[src/rtl/sq_pkg.sv]
package sq_pkg;
  localparam int unsigned LEAF_W = 4;

  // square by shift-and-add, used only to fill constant tables
  function automatic logic [2*LEAF_W-1:0] sq_by_add(input logic [LEAF_W-1:0] x);
    logic [2*LEAF_W-1:0] acc;
    acc = '0;
    for (int i = 0; i < LEAF_W; i++)
      if (x[i]) acc = acc + ({{LEAF_W{1'b0}}, x} << i);
    return acc;
  endfunction
endpackage

[src/rtl/sq_leaf.sv]
module sq_leaf #(
  parameter int unsigned LW = sq_pkg::LEAF_W
) (
  input  logic [LW-1:0]   addr_i,
  output logic [2*LW-1:0] sq_o
);
  localparam int unsigned ENTRIES = 1 << LW;
  logic [2*LW-1:0] rom [ENTRIES];

  for (genvar g = 0; g < ENTRIES; g++) begin : g_ent
    assign rom[g] = sq_pkg::sq_by_add(LW'(g));
  end

  assign sq_o = rom[addr_i];
endmodule

[src/rtl/sq_mul.sv]
module sq_mul #(
  parameter int unsigned W = sq_pkg::LEAF_W
) (
  input  logic [W-1:0]   a_i,
  input  logic [W-1:0]   b_i,
  output logic [2*W-1:0] p_o
);
  always_comb begin
    p_o = '0;
    for (int i = 0; i < W; i++)
      if (b_i[i]) p_o = p_o + ({{W{1'b0}}, a_i} << i);
  end
endmodule

[src/rtl/sq_join.sv]
module sq_join #(
  parameter int unsigned K = 4
) (
  input  logic [2*K-1:0] hi_sq_i,
  input  logic [2*K-1:0] lo_sq_i,
  input  logic [2*K-1:0] cross_i,
  output logic [4*K-1:0] sq_o
);
  // hi^2*2^2K + lo^2 is a plain concatenation; cross term doubled and shifted by K
  logic [4*K-1:0] mid;
  assign mid  = {{(2*K-1){1'b0}}, cross_i, 1'b0} << K;
  assign sq_o = {hi_sq_i, lo_sq_i} + mid;
endmodule

[src/rtl/split_squarer.sv]
module split_squarer #(
  parameter int unsigned LEAF_W = sq_pkg::LEAF_W
) (
  input  logic                  clk_i,
  input  logic                  rst_ni,
  input  logic                  valid_i,
  input  logic [4*LEAF_W-1:0]   op_i,
  output logic                  valid_o,
  output logic [8*LEAF_W-1:0]   result_o
);
  localparam int unsigned OP_W   = 4 * LEAF_W;
  localparam int unsigned HALF_W = 2 * LEAF_W;
  localparam int unsigned RES_W  = 2 * OP_W;
  localparam int unsigned NLEAF  = 4;
  localparam int unsigned NPROD  = 6;
  // nibble pairs: 0:(1,0) 1:(3,2) 2:(3,1) 3:(3,0) 4:(2,1) 5:(2,0)
  localparam int PA [NPROD] = '{1, 3, 3, 3, 2, 2};
  localparam int PB [NPROD] = '{0, 2, 1, 0, 1, 0};

  // ---- level 1: nibble squares and nibble products
  logic [LEAF_W-1:0]   nib  [NLEAF];
  logic [HALF_W-1:0]   lsq  [NLEAF];
  logic [HALF_W-1:0]   prod [NPROD];
  logic                s1_v;
  logic [HALF_W-1:0]   s1_lsq  [NLEAF];
  logic [HALF_W-1:0]   s1_prod [NPROD];

  for (genvar i = 0; i < NLEAF; i++) begin : g_leaf
    assign nib[i] = op_i[i*LEAF_W +: LEAF_W];
    sq_leaf #(.LW(LEAF_W)) u_leaf (.addr_i(nib[i]), .sq_o(lsq[i]));

    a_r2_leaf_bit1: assert property (@(posedge clk_i) disable iff (!rst_ni)
      valid_i |-> (!lsq[i][1] && lsq[i] <= HALF_W'(225)));
  end

  for (genvar j = 0; j < NPROD; j++) begin : g_prod
    sq_mul #(.W(LEAF_W)) u_mul (.a_i(nib[PA[j]]), .b_i(nib[PB[j]]), .p_o(prod[j]));

    a_r5_prod_zero: assert property (@(posedge clk_i) disable iff (!rst_ni)
      valid_i |-> ((prod[j] == '0) == (nib[PA[j]] == '0 || nib[PB[j]] == '0)));
  end

  always_ff @(posedge clk_i or negedge rst_ni) begin
    if (!rst_ni) begin
      s1_v <= 1'b0;
      for (int i = 0; i < NLEAF; i++) s1_lsq[i]  <= '0;
      for (int j = 0; j < NPROD; j++) s1_prod[j] <= '0;
    end else begin
      s1_v <= valid_i;
      if (valid_i) begin
        for (int i = 0; i < NLEAF; i++) s1_lsq[i]  <= lsq[i];
        for (int j = 0; j < NPROD; j++) s1_prod[j] <= prod[j];
      end
    end
  end

  // ---- level 2: half squares and half cross product
  logic [OP_W-1:0]   sq_lo, sq_hi, cross8;
  logic [HALF_W:0]   mid_sum;
  logic              s2_v;
  logic [OP_W-1:0]   s2_lo, s2_hi, s2_cross;

  sq_join #(.K(LEAF_W)) u_join_lo (
    .hi_sq_i(s1_lsq[1]), .lo_sq_i(s1_lsq[0]), .cross_i(s1_prod[0]), .sq_o(sq_lo));
  sq_join #(.K(LEAF_W)) u_join_hi (
    .hi_sq_i(s1_lsq[3]), .lo_sq_i(s1_lsq[2]), .cross_i(s1_prod[1]), .sq_o(sq_hi));

  assign mid_sum = {1'b0, s1_prod[3]} + {1'b0, s1_prod[4]};
  assign cross8  = {s1_prod[2], s1_prod[5]}
                 + ({{(OP_W-HALF_W-1){1'b0}}, mid_sum} << LEAF_W);

  always_ff @(posedge clk_i or negedge rst_ni) begin
    if (!rst_ni) begin
      s2_v     <= 1'b0;
      s2_lo    <= '0;
      s2_hi    <= '0;
      s2_cross <= '0;
    end else begin
      s2_v <= s1_v;
      if (s1_v) begin
        s2_lo    <= sq_lo;
        s2_hi    <= sq_hi;
        s2_cross <= cross8;
      end
    end
  end

  // ---- level 3: full square
  logic [RES_W-1:0] sq_full;

  sq_join #(.K(HALF_W)) u_join_top (
    .hi_sq_i(s2_hi), .lo_sq_i(s2_lo), .cross_i(s2_cross), .sq_o(sq_full));

  always_ff @(posedge clk_i or negedge rst_ni) begin
    if (!rst_ni) begin
      valid_o  <= 1'b0;
      result_o <= '0;
    end else begin
      valid_o <= s2_v;
      if (s2_v) result_o <= sq_full;
    end
  end

  // ---- checks
  logic [1:0] since_rst;
  always_ff @(posedge clk_i or negedge rst_ni) begin
    if (!rst_ni)               since_rst <= '0;
    else if (since_rst != 2'd3) since_rst <= since_rst + 2'd1;
  end

  a_r3_latency: assert property (@(posedge clk_i) disable iff (!rst_ni)
    (since_rst == 2'd3) |-> (valid_o == $past(valid_i, 3)));

  a_r1_bit1_zero: assert property (@(posedge clk_i) disable iff (!rst_ni)
    valid_o |-> !result_o[1]);

  a_r6_hold: assert property (@(posedge clk_i) disable iff (!rst_ni)
    !valid_o |-> $stable(result_o));
endmodule

[config.mk]
export PLATFORM = sky130hd
export DESIGN_NAME = split_squarer
export DESIGN_NICKNAME = d
export VERILOG_FILES = /design/src/rtl/sq_pkg.sv /design/src/rtl/sq_leaf.sv /design/src/rtl/sq_mul.sv /design/src/rtl/sq_join.sv /design/src/rtl/split_squarer.sv
export SDC_FILE = /design/constraint.sdc
export NUM_CORES = 1
export LEC_CHECK = 0
export CORE_UTILIZATION = 40
export DETAILED_ROUTE_END_ITERATION = 12
export DONT_BUFFER_PORTS = 1
export SYNTH_ARGS = -nofsm -noshare
export SYNTH_HDL_FRONTEND = slang
export SYNTH_HIERARCHICAL = 1
export SYNTH_SLANG_ARGS = --single-unit
[constraint.sdc]
create_clock -name clk_i -period 5.8 [get_ports clk_i]
set_input_delay 1.16 -clock clk_i [delete_from_list [all_inputs] [get_ports clk_i]]
set_output_delay 1.16 -clock clk_i [all_outputs]
set_load 0.1 [all_outputs]
==> results.cfg <==
[status]
status = completed

[synthesis]
synth.area.mux_share = 0.179
synth_area_leader_cell = dfrtp_1
syn_area_per_cell_sq_um = 10.5
synth_warnings = 6
synth_area_sq_um = 12700
synth_compound_area_frac = 0.131
synth_ff_type = dfrtp_1
synth_nets = 1364
yosys.area_share.simple = 0.101
synthArstFlopShare = 1.00
yosysMostFrequentCell = mux2_2
synthAdderAreaFrac = 0.157
synthTopCellsByCount = mux2_2 (168), dfrtp_1 (163), ha_1 (117), a21oi_1 (78), inv_1 (77)
synthXorXnorAreaFrac = 0.0594
synth_top_family_by_area = multiplexers
yosysUniqueCellTypes = 70
synth_cells = 1205
synth.area.top_cells = dfrtp_1 (32%), mux2_2 (15%), ha_1 (12%), fa_1 (3.6%), xor2_1 (3.1%)
synth-edff-count = 0
ys_ff_latch = 163
netlist.area_leader.share = 0.322
synth_seq_area_share = 0.322

[clocking]
clockBufferDepth = 2
cts.sinks = 163
clk-insertion-delay-late_ns = 0.44
cts_root_buffer = clkbuf_16
h-tree-depth = 4
cts_resized = 0
ctsHoldBuffers = 0
numCtsBuffers = 17
post-cts-setup-buffers = 0
tritoncts = built
clk_pin_slew_ns = 0.08

[global_routing]
busiest_layer = met2
use_met2 = 0.279
grt_max_degree = 164
grt_use_met3 = 0.0317
grt_pass1_vias = 8692
antenna_found_initial = 0
track_usage = 0.168
grt_pass1_wl_um = 44500
met1_usage = 0.224
grt.overflow.total = 0

[setup_path]
critPathMaxFanout = 21
crit_required_ns = 6.12
rr_worst_depth = 12
cp-start-kind = input pin
cp-end-kind = flip-flop
worstPathArrival_ns = 4.50
crit_type = input pin to flip-flop

[floorplan]
fp.dieH_um = 180
start_util = 0.410
fp-row-count = 64
die-area_sq_um = 32400
die_w_um = 180
num_io_pins = 52
core_sq_um = 30900

[detailed_routing]
first_iter_violations = 389
via_count = 8488
wirelength_um = 26000
viasPerCell = 5.38
drt-wirelength-per-cell_um = 16.5
drc = 0
ant_nets = 0
drt-pass1-iter-count = 7

[pwr]
combPwrFrac = 0.392
switching_share = 0.455
ir_worst_vdd_mv = 0.231
leakage_nw = 6.17
p_clk_frac = 0.195
power_density_nw_per_um2 = 438
switchingPower_mw = 2.68
seqPwrFrac = 0.413
internal_power_mw = 3.21

[sta]
skew_ns = 0.0155
setup_tns_ns = 0
worstMarginPinSlew_ns = 0.921
slew_viol_final = 0
hold_viol = 0
timing.final.ws_setup_ns = 1.62
maxSlewHeadroom = 0.386
rsz0062_at_grt = false
fmax_mhz = 239
finalCritPeriodShare = 0.720
setup_viol = 0
finalCriticalPeriod_ns = 4.18

[finish]
n_antenna_cell = 0
stdcell_count = 1577
nNetsFinal = 1327
drive_gt1_frac = 0.213
area_growth_pct = 6.04

[place]
dp_slack_ns = 1.16
dp_hpwl_um = 18400
gp_congestion = 0.782
dpl.cell_count = 1545
port_buffers = 0

[job]
cap_violations = 0

[worst_hold_path]
hold_class = input pin to async pin
power groups by stage:
stage	Sequential [mW]	Combinational, mW	Clock [mW]
2_1_floorplan	2.36	1.98	0
3_3_place_gp	2.46	2.26	0
3_5_place_dp	2.47	2.29	0
4_1_cts	2.45	2.32	1.19
5_1_grt	2.49	2.59	1.23
6_report	2.44	2.31	1.15
sequential cells by signal (all words and copies together) (netlist names):
| name | count |
|---|---|
| s1_prod | 48 |
| result_o | 32 |
| s1_lsq | 32 |
| s2_cross | 16 |
| s2_hi | 16 |
| s2_lo | 16 |
| s1_v | 1 |
| s2_v | 1 |
| valid_o | 1 |
kinds of logic after synthesis:
group | after synthesis
simple gates | 238
mux | 204
xor+xnor | 86
compound gates | 229
flops | 163
fa+ha+maj | 146
buf+inv | 135
other cells | 4
area by class of cell:
class	count	area, sq um
clock buffer	17	425
clock inverter	15	179
fill	2986	17500
inverter	77	289
multi-input combinational	907	7960
sequential	163	4080
tap	396	495
timing repair buffer	2	15.0
per-layer routing:
metal / share of wire / vias up
li1: - / 4197
met1: 0.50 / 4166
met2: 0.46 / 101
met3: 0.030 / 24
met4: 0.013 / 0
met5: 0 / -
stage by stage:
| stage | instance area (sq um) | hold WS (ns) | total power, mW | utilization |
|---|---|---|---|---|
| 2_1_floorplan | 12700 | 0.352 | 4.34 | - |
| 3_3_place_gp | 12800 | 0.479 | 4.72 | 0.415 |
| 3_5_place_dp | 12800 | 0.489 | 4.76 | 0.415 |
| 4_1_cts | 13400 | 0.388 | 5.95 | 0.435 |
| 5_1_grt | 13400 | 0.387 | 6.31 | 0.435 |
| 6_report | 13400 | 0.413 | 5.89 | 0.435 |
worst max-delay path, stage by stage:
cell	delay (ns)
and2_1	0.13
ha_1	0.16
inv_1	0.06
fa_1	0.40
xnor2_1	0.17
nand2_1	0.08
xor2_1	0.18
inv_1	0.11
fa_1	0.51
nand2_1	0.06
a21boi_1	0.12
ha_1	0.21
fa_1	0.40
xor2_1	0.17
a32oi_1	0.19
o31ai_1	0.11
mux2_2	0.27
worst paths after layout:
check                           slack [ns]       start      endpoint
worst max-delay path                  1.62     op_i[5]   s1_prod[45]
worst min-delay path                  0.41      rst_ni   result_o[5]
worst max register to register        2.67  s1_prod[9]  s2_cross[14]
worst min register to register        0.50  s1_lsq[11]    s1_lsq[11]
max in group asynchronous             5.12      rst_ni  result_o[30]
min in group clk_i                    0.50  s1_lsq[11]    s1_lsq[11]
placed cells by master (no fill, tap or decap), types with 15 or more instances in the layout:
master and n:
a21o_1 28, mux2i_1 24, nor2b_1 20, fa_1 23
dfrtp_1 162, inv_1 77, and2_1 35, ha_1 117
xor2_1 45, mux2_2 168, o21ai_0 29, nand2_1 62
xnor2_1 41, nand3_1 24, nor2_1 37, nor3_1 15
a21oi_1 78, clkbuf_16 17
No activity file was read; power rests on OpenSTA's default activity.
